`src/rtl/ucyc_pkg.sv`:
```
package ucyc_pkg;

   typedef enum logic {
      PH_RUN  = 1'b0,
      PH_WAIT = 1'b1
   } phase_e;

   // Converts a delay in ns into a tick index on the modelled line
   function automatic int ns_to_tick(input int ns, input int tick_ns);
      return ns / tick_ns;
   endfunction

   function automatic bit ns_aligned(input int ns, input int tick_ns);
      return (ns % tick_ns) == 0;
   endfunction

endpackage

```
`src/rtl/ucyc_len_latch.sv`:
```
module ucyc_len_latch #(
   parameter int CW         = 3,
   parameter int SHORT_LAST = 5,
   parameter int LONG_LAST  = 7
) (
   input  logic          clk,
   input  logic          rst,
   input  logic          at_start,
   input  logic          long_sel,
   output logic          is_long,
   output logic [CW-1:0] last_pos
);

   localparam logic [CW-1:0] SHORT_END = CW'(SHORT_LAST);
   localparam logic [CW-1:0] LONG_END  = CW'(LONG_LAST);

   always_ff @(posedge clk) begin
      if (rst)
         is_long <= 1'b0;
      else if (at_start)
         is_long <= long_sel;
   end

   assign last_pos = is_long ? LONG_END : SHORT_END;

   // selection frozen outside the first tick of a cycle
   p_sel_frozen_r2: assert property (@(posedge clk) disable iff (rst)
      !at_start |=> $stable(is_long));

endmodule

```
`src/rtl/ucyc_seq.sv`:
```
module ucyc_seq
   import ucyc_pkg::*;
#(
   parameter int CW         = 3,
   parameter int WAIT_POS   = 4,
   parameter bit STRETCH_EN = 1'b1
) (
   input  logic          clk,
   input  logic          rst,
   input  logic [CW-1:0] last_pos,
   input  logic          xfer_inh,
   input  logic          slave_ack,
   output logic [CW-1:0] pos,
   output phase_e        phase
);

   localparam logic [CW-1:0] HOLD_AT   = CW'(WAIT_POS);
   localparam logic [CW-1:0] RESUME_AT = CW'(WAIT_POS + 1);

   logic [CW-1:0] pos_n;
   phase_e        phase_n;

   generate
      if (STRETCH_EN) begin : g_stretch
         always_comb begin
            pos_n   = pos;
            phase_n = phase;
            if (phase == PH_WAIT) begin
               if (slave_ack) begin
                  phase_n = PH_RUN;
                  pos_n   = RESUME_AT;
               end
            end else if (pos == HOLD_AT && xfer_inh) begin
               phase_n = PH_WAIT;
            end else if (pos == last_pos) begin
               pos_n = '0;
            end else begin
               pos_n = pos + 1'b1;
            end
         end

         // inhibit at the hold tap parks the cycle
         p_enter_wait_r5: assert property (@(posedge clk) disable iff (rst)
            (phase == PH_RUN && pos == HOLD_AT && xfer_inh) |=> (phase == PH_WAIT));

         // no acknowledge keeps the cycle parked at the same tick
         p_hold_wait_r6: assert property (@(posedge clk) disable iff (rst)
            (phase == PH_WAIT && !slave_ack) |=> (phase == PH_WAIT && $stable(pos)));

         // acknowledge resumes counting just past the hold tap
         p_resume_r6: assert property (@(posedge clk) disable iff (rst)
            (phase == PH_WAIT && slave_ack) |=> (phase == PH_RUN && pos == RESUME_AT));
      end else begin : g_plain
         always_comb begin
            phase_n = PH_RUN;
            pos_n   = (pos == last_pos) ? '0 : pos + 1'b1;
         end
      end
   endgenerate

   always_ff @(posedge clk) begin
      if (rst) begin
         pos   <= '0;
         phase <= PH_RUN;
      end else begin
         pos   <= pos_n;
         phase <= phase_n;
      end
   end

   // the last running tick wraps to the cycle start
   p_wrap_r4: assert property (@(posedge clk) disable iff (rst)
      (phase == PH_RUN && pos == last_pos) |=> (pos == '0));

   // the counter never passes the end of a cycle
   p_in_range_r7: assert property (@(posedge clk) disable iff (rst)
      pos <= last_pos);

endmodule

```
`src/rtl/ucyc_taps.sv`:
```
module ucyc_taps
   import ucyc_pkg::*;
#(
   parameter int                  CW      = 3,
   parameter int                  NT      = 3,
   parameter logic [NT*CW-1:0]    TAP_VEC = '0
) (
   input  logic          clk,
   input  logic          rst,
   input  logic [CW-1:0] pos,
   input  phase_e        phase,
   input  logic [CW-1:0] last_pos,
   output logic [NT-1:0] tap_o,
   output logic          cyc_end_o
);

   logic running;
   assign running = (phase == PH_RUN);

   generate
      for (genvar i = 0; i < NT; i++) begin : g_tap
         localparam logic [CW-1:0] AT = TAP_VEC[i*CW +: CW];
         assign tap_o[i] = running && (pos == AT);

         // each strobe lasts one tick
         p_tap_pulse_r3: assert property (@(posedge clk) disable iff (rst)
            tap_o[i] |=> !tap_o[i]);
      end
   endgenerate

   assign cyc_end_o = running && (pos == last_pos);

   // the end pulse is one tick wide
   p_end_pulse_r4: assert property (@(posedge clk) disable iff (rst)
      cyc_end_o |=> !cyc_end_o);

   // nothing strobes while the cycle is held
   p_quiet_wait_r8: assert property (@(posedge clk) disable iff (rst)
      (phase == PH_WAIT) |-> (tap_o == '0 && !cyc_end_o));

endmodule

```
`src/rtl/ucyc_timer.sv`:
```
module ucyc_timer
   import ucyc_pkg::*;
#(
   parameter int TICK_NS    = 30,
   parameter int SHORT_NS   = 180,
   parameter int LONG_NS    = 240,
   parameter int TAP_A_NS   = 30,
   parameter int TAP_B_NS   = 90,
   parameter int TAP_C_NS   = 120,
   parameter bit STRETCH_EN = 1'b1
) (
   input  logic       clk,
   input  logic       rst,
   input  logic       long_sel,
   input  logic       xfer_inh,
   input  logic       slave_ack,
   output logic [2:0] tap_o,
   output logic       cyc_end_o,
   output logic       bus_wait_o
);

   localparam int NT         = 3;
   localparam int SHORT_T    = ns_to_tick(SHORT_NS, TICK_NS);
   localparam int LONG_T     = ns_to_tick(LONG_NS, TICK_NS);
   localparam int TAP_A      = ns_to_tick(TAP_A_NS, TICK_NS);
   localparam int TAP_B      = ns_to_tick(TAP_B_NS, TICK_NS);
   localparam int TAP_C      = ns_to_tick(TAP_C_NS, TICK_NS);
   localparam int CW         = (LONG_T > 2) ? $clog2(LONG_T) : 1;
   localparam logic [NT*CW-1:0] TAP_VEC = {CW'(TAP_C), CW'(TAP_B), CW'(TAP_A)};

   if (!ns_aligned(SHORT_NS, TICK_NS) || !ns_aligned(LONG_NS, TICK_NS) ||
       !ns_aligned(TAP_A_NS, TICK_NS) || !ns_aligned(TAP_B_NS, TICK_NS) ||
       !ns_aligned(TAP_C_NS, TICK_NS)) begin : g_bad_align
      $error("ucyc_timer: every delay must be a whole number of ticks");
   end
   if (!(TAP_A > 0 && TAP_A < TAP_B && TAP_B < TAP_C)) begin : g_bad_taps
      $error("ucyc_timer: taps must be distinct, rising and after tick 0");
   end
   if (!(SHORT_T > TAP_C + 1 && LONG_T >= SHORT_T)) begin : g_bad_len
      $error("ucyc_timer: cycles must extend past the last tap");
   end

   logic [CW-1:0] pos;
   logic [CW-1:0] last_pos;
   phase_e        phase;
   logic          is_long;

   ucyc_len_latch #(
      .CW(CW), .SHORT_LAST(SHORT_T - 1), .LONG_LAST(LONG_T - 1)
   ) u_len (
      .clk(clk), .rst(rst), .at_start(pos == '0 && phase == PH_RUN),
      .long_sel(long_sel), .is_long(is_long), .last_pos(last_pos)
   );

   ucyc_seq #(
      .CW(CW), .WAIT_POS(TAP_C), .STRETCH_EN(STRETCH_EN)
   ) u_seq (
      .clk(clk), .rst(rst), .last_pos(last_pos), .xfer_inh(xfer_inh),
      .slave_ack(slave_ack), .pos(pos), .phase(phase)
   );

   ucyc_taps #(
      .CW(CW), .NT(NT), .TAP_VEC(TAP_VEC)
   ) u_taps (
      .clk(clk), .rst(rst), .pos(pos), .phase(phase), .last_pos(last_pos),
      .tap_o(tap_o), .cyc_end_o(cyc_end_o)
   );

   assign bus_wait_o = (phase == PH_WAIT);

   // a reset leaves every output low on the next tick
   p_reset_quiet_r9: assert property (@(posedge clk)
      rst |=> (tap_o == '0 && !cyc_end_o && !bus_wait_o));

   // a long cycle ends only on its own last tick
   p_long_end_r1: assert property (@(posedge clk) disable iff (rst)
      (cyc_end_o && is_long) |-> (pos == CW'(LONG_T - 1)));

endmodule

```
`config.mk`:
```
export PLATFORM = sky130hd
export DESIGN_NAME = ucyc_timer
export DESIGN_NICKNAME = d
export VERILOG_FILES = /design/src/rtl/ucyc_pkg.sv /design/src/rtl/ucyc_len_latch.sv /design/src/rtl/ucyc_seq.sv /design/src/rtl/ucyc_taps.sv /design/src/rtl/ucyc_timer.sv
export SDC_FILE = /design/constraint.sdc
export NUM_CORES = 1
export LEC_CHECK = 0
export ABC_AREA = 1
export BUFFER_PORTS_ARGS = -buffer_cell sky130_fd_sc_hd__buf_2
export CAP_MARGIN = 20
export CORE_AREA = 4 4 41 43
export CTS_BUF_LIST = sky130_fd_sc_hd__clkbuf_2
export DETAILED_ROUTE_END_ITERATION = 6
export DIE_AREA = 0 0 45 47
export SLEW_MARGIN = 20
export SYNTH_ARGS = -nofsm -noshare
export SYNTH_HDL_FRONTEND = slang
export SYNTH_SLANG_ARGS = --single-unit
```
`constraint.sdc`:
```
create_clock -name clk -period 1.4 [get_ports clk]
set_clock_uncertainty 0.1 [all_clocks]
set_input_delay 0.28 -clock clk [delete_from_list [all_inputs] [get_ports clk]]
set_output_delay 0.28 -clock clk [all_outputs]
set_load 0.1 [all_outputs]
```
== After elaboration in Yosys (flattened, before gate mapping) ==
Cells that the tools add are included.
Word-level totals
  bits of input ports: 5
  word-level logic and storage cells: 27
  register bits: 5
  output and inout bits: 5
Cells by class
  equality and inequality tests: 6
  add/subtract/negate cells: 1
  multiplexer cells: 8
  reductions and logical operators: 8
  bitwise gates (word level): 1
Operators with widths (count)
  $mux W3: 4
  $logic_and A1 B1 Y1: 6
  $add A3 B1 Y3 const B: 1
  $eq A3 B1 Y1 const B: 1
  $eq A3 B2 Y1 const B: 1
  $eq A3 B3 Y1: 1
  $eq A3 B3 Y1 const B: 1
  $logic_not A3 Y1: 1
  $mux W1: 3
  $mux W2: 1
  $ne A2 B1 Y1 const B: 1
  $ne A2 B2 Y1 const B: 1
  $reduce_and A2 Y1: 1
  $not A1 Y1: 1

== Longest topological paths before layout ==
Gate-level depths: netlist (run 1).
  depth in word-level cells: 5
  depth in mapped cells: 8

== Cells and area by module ==
Synthesis (run 1) repeated with hierarchy kept, for this count alone.
Unflattened totals
  cell total of the unflattened synthesis: 81
  area total of the unflattened synthesis: 459.2 um2
By module, submodules not included
  ucyc_seq: instances 1, sequential area each 80.1 um2, area each 270.3 um2, cells each 41
  ucyc_taps: instances 1, sequential area each 0.0 um2, area each 91.3 um2, cells each 22
  ucyc_len_latch: instances 1, sequential area each 20.0 um2, area each 71.3 um2, cells each 11
  ucyc_timer: instances 1, sequential area each 0.0 um2, area each 26.3 um2, cells each 7

== Worst setup path after synthesis (run 1) ==
No wires, ideal clock.
  path kind: register -> output
  start point: reg u_seq.phase
  end point: out tap_o[0]
  data required time: 1.020 ns
  slack: -1.083 ns
  arrival time: 2.103 ns
  stages on the path, launching flop included: 2
  path through: dfxtp_1 -> nor2_1
Between the ends
  longest elaborated chain between the ends: 2
RTL lines
  start, declared: line ucyc_seq.sv:14  | output phase_e phase
  start signal, assigned: line ucyc_seq.sv:67  | phase <= phase_n;
  $not A1 Y1: line ucyc_taps.sv:18  | assign running = (phase == PH_RUN);
  $logic_and A1 B1 Y1: line ucyc_taps.sv:23  | assign tap_o[i] = running && (pos == AT);
  end, declared: line ucyc_timer.sv:17  | output logic [2:0] tap_o,
No other way between the ends.

== Worst setup path after layout (run 1) ==
  start point: reg u_seq.pos[1]
  end point: out tap_o[0]
Between the ends
  longest elaborated chain between the ends: 2
RTL lines
  start, declared: line ucyc_seq.sv:13  | output logic [CW-1:0] pos,
  start signal, assigned: line ucyc_seq.sv:66  | pos <= pos_n;
  $eq A3 B1 Y1: line ucyc_taps.sv:23
  $logic_and A1 B1 Y1: line ucyc_taps.sv:23
No other way between the ends.

==> flow_summary.yaml, run 1 <==
status:
  outcome: "complete, but fails checks"
  violations: "negative setup slack"
cells_and_area:
  layout-drive-gt1-share_pct: 61.76
  fin_nets: 78
  final_common_cell: "nand2_1"
  area_growth_pct: 99.22
  diodes: 0
  design_area_um2: 635.6
  final_cell_mix: "nand2_1 (9), buf_4 (6), nand3_1 (5), buf_12 (5)"
  final_core_util_pct: 48.85
  final_cells: 83
worst_setup_path:
  cp-end-kind: "output port"
  worstPathRequired_ns: 1.02
  crit_path_start_kind: "flip-flop"
  worst-path-max-fanout: 4
  crit_type: "reg -> out"
  arrival_ns: 1.21
floorplan:
  fp-row-count: 13
  die-area_um2: 2115
  core_um2: 1301
  start_util_pct: 24.52
  die_x_um: 45
  chipHeight_um: 47
  ios: 10
grt:
  antenna_found_initial: 0
  grt_use_total_pct: 9.494
  grt_pass1_wl_mm: 1.373
  grt_overflow: 0
  grt_start_max_net_pins: 7
  first_global_vias: 346
min_path:
  hold_path.class: "in -> reg"
synth:
  synth_mux_area_share_pct: 0
  syn_inst: 49
  netlist_area_um2: 319.1
  synth.avg_cell_area_um2: 6.511
  synthSimpleGateAreaFrac_pct: 37.65
  synth_fa_ha_area_share_pct: 15.69
  synthXorXnorAreaFrac_pct: 0
  ys_warn_count: 0
  yosysSeqAreaShare_pct: 31.37
  synth_top_family_by_area: "simple AND/OR/NAND/NOR gates"
  synth_compound_area_share_pct: 4.706
  ys_types: 12
  ys_seq_elements: 5
  synth_nets: 58
timing:
  worst_pin_slew_ns: 0.1662
  fin_ws_ns: -0.1888
  min_period_ns: 1.589
  slew_headroom_pct: 88.89
  post-route-period-util_pct: 113.5
  finalSetupViolations: 7
  final-max-slew-violation-count: 0
  fmax_mhz: 629.4
  final-hold-violation-count: 0
  rsz0062_at_grt: "yes"
  final.setup.tns_ns: -0.9146
  timing.hold.ws_ns: 0.1796
cts:
  clockBufferDepth: 2
  cts_htree_levels: 1
  cts.reportedPaths.clkPinSlew_ns: 0.06
  root_buffer: "clkbuf_2"
  cts_tree: "built"
  cts_hold_buf: 0
  cts_made_buffers: 3
  clock_sinks: 5
  clock_latency_ns: 0.24
power_and_ir_drop:
  power_density_nw_per_um2: 1502
  vdd_drop_max_mv: 0.7719
  p_leak_nw: 0.2826
  design_power_total_mw: 0.9548
detailed_routing:
  via_per_inst: 4.566
  routed_wl_um: 872
  drcViolationCount: 0
  ant_nets: 0
  route.vias.total: 379
  drt_iter0_markers: 11
  drt_pre_antenna_iters: 4
  wl_per_cell_um: 10.51
place:
  numPortBuffers: 9
  dp_hpwl_um: 600.6
  gp_congestion: 0.8176
  placed_cell_area_um2: 513.0
  dp.cells: 76
  dp_slack_ns: -0.006559
job:
  maxCapViolCount: 0
==> flip-flops by register name, summed over array words and instances (netlist names) <==
name,count
u_seq.pos,3
u_len.is_long,1
u_seq.phase,1
==> cell families after synthesis <==
group                      Yosys count
AOI/OAI and AO/OA                    3
adders and majority gates            4
buffers and inverters                9
DFF                                  5
and+or+nand+nor                     28
==> path summary, 6_finish.rpt <==
check,startpoint,endpoint,slack [ns],cells after the start
worst max register to register,u_seq.pos[0]$_SDFFE_PP0P_,u_seq.pos[2]$_SDFFE_PP0P_,-0.08,10
worst max-delay path,u_seq.pos[1]$_SDFFE_PP0P_,tap_o[0],-0.19,5
worst min-delay path,rst,u_seq.phase$_SDFF_PP0_,0.18,2
worst min register to register,u_len.is_long$_SDFFE_PP0P_,u_len.is_long$_SDFFE_PP0P_,0.39,2
==> cell usage after synthesis (all sizes together) <==
cell type | count | area share (%)
dfxtp | 5 | 31
nand4 | 1 | 2.0
nand2 | 14 | 17
inv | 9 | 11
ha | 4 | 16
a21oi | 2 | 3.1
o21ai | 1 | 1.6
nand3 | 6 | 9.4
nor2 | 7 | 9.0
==> layout make-up <==
class / count / area [um^2]
Clock buffer: 4 / 20.02
Inverter: 9 / 42.54
Sequential cell: 5 / 113.9
Fill cell: 136 / 665.6
Tap cell: 15 / 18.77
Multi-Input combinational cell: 35 / 275.3
Timing Repair Buffer: 15 / 165.2
==> power by group <==
group          internal (mW)  leakage, nW  switching [mW]
clock network         0.0756       0.0166          0.0698
registers              0.185       0.0439          0.0448
logic                  0.238        0.222           0.341
==> worst max-delay path, stage by stage (launching register included) <==
cell and delay, ns:
dfxtp_4 0.37, inv_4 0.09, ha_1 0.16, nand2_2 0.07, nor2_4 0.10, buf_12 0.18
==> routing by layer <==
layer,share of wire (%),track usage [%]
met2,47,15.54
met1,39,9.589
met4,3.3,7.018
met3,9.7,4.215
met5,0,0
==> what timing repair did <==
| action | CTS | global route |
|---|---|---|
| hold endpoints to repair | 0 | 0 |
| endpoints found under the setup margin | 4 | 9 |
| gates resized for setup | 16 | 8 |
| pin swaps | 5 | 3 |
| setup buffers | 3 | 0 |
Power figures use the tool's default switching activity.
==> inputs of run 2 (changes only) <==
clock period = 1.33 ns   (was 1.4 ns; I/O delays follow)
==> run 2 against run 1 <==
Against the previous run: clock-buffer cell count unchanged; flip-flop and latch count unchanged; clock power down 4%; cell count up 7.2%; critical path depth unchanged; first-iteration DRC count down 55%; non-clock buffer count up 6; power up 0.72%; die area unchanged; routed wire length down 2.2%; largest power group unchanged; highest routed layer unchanged; final area up 4.1%; sequential power up 5%; largest cell class unchanged; the flow still finishes with violations (negative setup slack).
==> flow_summary.yaml, run 2 (synthesis results as in run 1) <==
status:
  violations: "negative setup slack"
  outcome: "complete, but fails checks"
cells_and_area:
  diodes: 0
  nFillCells: 140
  largest_register_ffs: 3
  final_cell_mix: "buf_4 (11), nand2_1 (9), nand2_2 (5), nand3_1 (5), buf_12 (5)"
  top_register: "u_seq.pos"
  layout-drive-gt1-share_pct: 64.86
  final_common_cell: "buf_4"
  reg.largest.list: "u_seq.pos x3, u_len.is_long x1, u_seq.phase x1"
  area_growth_pct: 107.5
  fin_nets: 84
  final_cells: 89
timing:
  rsz0062_at_grt: "yes"
  final-max-slew-violation-count: 0
  final.setup.tns_ns: -0.9803
  post-route-period-util_pct: 116.5
  final-hold-violation-count: 0
  fin_ws_ns: -0.2200
  timing.hold.ws_ns: 0.1888
  min_period_ns: 1.550
  slew_headroom_pct: 88.34
  finalSetupViolations: 5
  fmax_mhz: 645.1
  worst_pin_slew_ns: 0.1744
floorplan:
  die-area_um2: 2115
  ios: 10
  core_um2: 1301
  die_x_um: 45
  chipHeight_um: 47
  fp-row-count: 13
  start_util_pct: 24.52
worst_setup_path:
  slowest_delay_ns: 0.39
  worst_path_max_delay_cell: "dfxtp_4"
  cp_cell_sequence: "ha_4 -> ha_1 -> inv_2 -> nor2_4 -> buf_12"
  crit_path_start_kind: "flip-flop"
  arrival_ns: 1.18
  worstPathRequired_ns: 0.96
  cp-end-kind: "output port"
  worst-path-max-fanout: 4
  crit_type: "reg -> out"
detailed_routing:
  via_per_inst: 4.315
  ant_nets: 0
  drt_pre_antenna_iters: 4
  routed_wl_um: 853
  wl_per_cell_um: 9.584
  drt_iter0_markers: 5
  route.vias.total: 384
  drcViolationCount: 0
grt:
  grt_start_max_net_pins: 7
  grt_use_total_pct: 10.05
  antenna_found_initial: 0
  grt_overflow: 0
  grt_pass1_wl_mm: 1.490
  first_global_vias: 384
cts:
  clock_sinks: 5
  clock_latency_ns: 0.22
  cts_htree_levels: 1
  cts_tree: "built"
  root_buffer: "clkbuf_2"
  clockBufferDepth: 2
  cts_hold_buf: 0
  cts.reportedPaths.clkPinSlew_ns: 0.06
  cts_made_buffers: 3
min_path:
  hold_path.class: "in -> reg"
place:
  dp_hpwl_um: 638.5
  numPortBuffers: 9
  dp.cells: 78
  gp_congestion: 0.8184
power_and_ir_drop:
  vdd_drop_max_mv: 0.8457
  power_density_nw_per_um2: 1453
  p_leak_nw: 0.3064
job:
  maxCapViolCount: 0
[run 2: cell types whose count changed in the layout (fill, tap and decap cells not counted)]
cell     previous run  this run
buf_4               6        11
nand2_2             3         5
nand2_4             2         0
buf_6               0         1
ha_1                1         2
ha_4                3         2
inv_1               4         3
inv_2               2         3
[run 2: stage by stage]
step	utilization [%]	total power, mW	cell area, um^2	worst slack, ns
floorplan	-	0.5405	351.6	-0.2661
global placement	40.58	0.7144	528.0	-0.07659
detailed placement	40.58	0.7246	528.0	-0.07279
CTS	49.42	0.9494	643.1	-0.2267
global route	50.87	1.032	661.9	-0.2879
finish	50.87	0.9617	661.9	-0.2200
[run 2: metal layers]
metal | GRT usage (%) | part of all wire [%] | up-vias
li1 | - | - | 204
met1 | 11.19 | 43 | 162
met2 | 16.67 | 48 | 14
met3 | 4.981 | 8.0 | 4
met4 | 3.509 | 1.1 | 0
met5 | 0 | 0 | -
[run 2: worst max-delay path: cells and delay by family (launching register included)]
family,cells,cell delay (ns)
buffers and inverters,2,0.22
adders and majority gates,2,0.27
and+or+nand+nor,1,0.09
DFF,1,0.39
[run 2: report_power, final]
group | leakage, nW | internal [mW] | switching (mW) | total (mW)
registers | 0.0439 | 0.195 | 0.0467 | 0.241
logic | 0.246 | 0.237 | 0.343 | 0.581
clock network | 0.0166 | 0.0796 | 0.0598 | 0.139
total | 0.306 | 0.512 | 0.450 | 0.962
[run 2: final cells by class]
cell class	instances	area [um^2]	share of cell area (%)
clock buffers	4	20.02	3.025
inverters	9	42.54	6.427
multi-input cells	35	252.7	38.19
flip-flops and latches	5	113.9	17.20
well taps	15	18.77	2.836
repair buffers	21	214.0	32.33
[run 2: final timing paths]
check,from,endpoint,slack (ns),cells after the start
worst max-delay path,u_seq.pos[1]$_SDFFE_PP0P_,tap_o[1],-0.22,5
worst min-delay path,rst,u_seq.phase$_SDFF_PP0_,0.19,2
worst max register to register,u_seq.pos[0]$_SDFFE_PP0P_,u_seq.pos[1]$_SDFFE_PP0P_,-0.18,11
worst min register to register,u_len.is_long$_SDFFE_PP0P_,u_len.is_long$_SDFFE_PP0P_,0.39,2
[run 2: what timing repair did]
| action | in CTS | in global routing |
|---|---|---|
| pin swaps | 5 | 2 |
| gates cloned | 0 | 0 |
| buffers inserted | 7 | 1 |
| setup endpoints to repair | 6 | 7 |
| endpoints found under the hold margin | 0 | 0 |
| resized for setup | 15 | 7 |
==> inputs of run 3 (changes only) <==
PLACE_DENSITY = 0.41   (was default)
SKIP_LAST_GASP = 1   (was default)
==> run 3 against run 2 <==
Against the previous run: the flow still finishes with violations (negative setup slack); clock power hardly changed; via count is 1.0% lower; sequential power is essentially flat; register-to-register slack better by 0.19 ns; routed wire length increased by 3.8%; worst setup slack got worse by 0.0084 ns; global-route usage is 0.15 points higher; final area is 0.76% higher; first-iteration DRC count fell by 60%; cell count down 3.4%; utilization up 0.38 points.
==> flow_summary.yaml, run 3 (synthesis results as in run 1) <==
power_and_ir_drop:
  sequentialPowerShare_pct: 23.6
  p_sw_share_pct: 46.27
  vdd_drop_max_mv: 0.8271
  power.internal_mw: 0.5465
  power_density_nw_per_um2: 1525
  combPwrFrac_pct: 62.7
  p_leak_nw: 0.2954
  power_frac_clock_pct: 13.7
  switchingPower_mw: 0.4706
place:
  gp_congestion: 0.7672
  dp_slack_ns: -0.07993
  dp_hpwl_um: 578.8
  placed_cell_area_um2: 520.5
  numPortBuffers: 9
cells_and_area:
  fin_nets: 81
  reg.largest.list: "u_seq.pos x3, u_len.is_long x1, u_seq.phase x1"
  largest_register_ffs: 3
  top_register: "u_seq.pos"
  final_common_cell: "nand2_1"
  layout-drive-gt1-share_pct: 66.20
  design_area_um2: 666.9
  diodes: 0
  final_cell_mix: "nand2_1 (9), buf_4 (7), nand3_1 (5), buf_12 (5)"
  area_growth_pct: 109.0
detailed_routing:
  route.vias.total: 380
  drt_pre_antenna_iters: 2
  routed_wl_um: 885
  drcViolationCount: 0
  via_per_inst: 4.419
  wl_per_cell_um: 10.29
  drt_iter0_markers: 2
  ant_nets: 0
grt:
  grt_overflow: 0
  use_met2_pct: 17.23
  grt_busiest_layer: "met2"
  grt_use_total_pct: 10.20
  grt_start_max_net_pins: 7
  grt_pass1_wl_mm: 1.490
  met3_usage_pct: 1.533
  use_met1_pct: 10.48
  antenna_found_initial: 0
  first_global_vias: 352
min_path:
  hold_path.class: "in -> reg"
  whs_endpoint: "u_seq.phase$_SDFF_PP0_"
  min_path_cells: 2
  hp-start: "rst"
cts:
  cts_made_buffers: 3
  cts_htree_levels: 1
  root_buffer: "clkbuf_2"
  cts_tree: "built"
  cts_hold_buf: 0
  clock_latency_ns: 0.21
  clockBufferDepth: 2
  cts.reportedPaths.clkPinSlew_ns: 0.06
  clock_sinks: 5
timing:
  rsz0062_at_grt: "yes"
  fin_ws_ns: -0.2285
  slew_headroom_pct: 88.04
  post-route-period-util_pct: 117.2
  min_period_ns: 1.558
  fmax_mhz: 641.7
  final-max-slew-violation-count: 0
  worst_pin_slew_ns: 0.1788
  final-hold-violation-count: 0
  final.setup.tns_ns: -0.8020
  finalSetupViolations: 4
worst_setup_path:
  r2r-end: "u_seq.pos[1]$_SDFFE_PP0P_"
  worst-path-max-fanout: 4
  worstPathRequired_ns: 0.96
  worstSetupStartpoint: "u_seq.pos[1]$_SDFFE_PP0P_"
  cp-end-kind: "output port"
  r2r_start: "u_seq.pos[1]$_SDFFE_PP0P_"
  r2r_slack_ns: 0.01
  arrival_ns: 1.19
  crit_type: "reg -> out"
  crit_path_start_kind: "flip-flop"
  reg2regPathDepth: 9
floorplan:
  fp-row-count: 13
  chipHeight_um: 47
  core_um2: 1301
  start_util_pct: 24.52
  ios: 10
  die-area_um2: 2115
  die_x_um: 45
status:
  violations: "negative setup slack"
  outcome: "complete, but fails checks"
job:
  maxCapViolCount: 0
run 3: worst max-delay path by stage:
| stage | to | slack, ns |
|---|---|---|
| finish | cyc_end_o | -0.23 |
| global route | cyc_end_o | -0.32 |
| CTS | tap_o[1] | -0.23 |
| detailed placement | tap_o[1] | -0.08 |
| global placement | cyc_end_o | -0.08 |
| floorplan | cyc_end_o | -0.27 |
run 3: layout make-up:
cell class	count	area [um^2]
flip-flops and latches	5	112.6
inverters	9	42.54
well taps	15	18.77
multi-input cells	35	277.8
repair buffers	18	195.2
fillers	125	634.4
clock buffers	4	20.02
run 3: what timing repair did:
item	CTS	global route
setup endpoints to repair	6	8
resized for setup	20	8
setup buffers	3	2
pin swaps	7	8
run 3: power groups by stage:
stage,Clock (mW),Combinational [mW],Sequential (mW)
finish,0.139,0.638,0.240
floorplan,0,0.307,0.234
CTS,0.153,0.583,0.236
global route,0.161,0.684,0.245
detailed placement,0,0.492,0.216
global placement,0,0.498,0.216
run 3: per-stage QoR:
stage | total power [mW] | utilization (%) | hold slack [ns] | std cells
after CTS | 0.9732 | 47.98 | 0.1463 | 84
after global routing | 1.089 | 51.25 | 0.1759 | 86
final | 1.017 | 51.25 | 0.1832 | 86
after detailed placement | 0.7080 | 40.00 | 0.3604 | 77
after floorplan | 0.5405 | - | 0.2362 | 49
after global placement | 0.7144 | 40.00 | 0.3658 | 77
run 3: metal layers:
layer  share of wire, %  vias up
met1                 39      170
met4                1.8        0
met3                5.6        4
met5                  0        -
met2                 53        9
li1                   -      197
run 3: critical path: stages (launching register included):
cell	delay, ns
dfxtp_4	0.39
inv_4	0.05
nand2_2	0.06
nand4_1	0.17
clkinvlp_4	0.14
buf_12	0.17
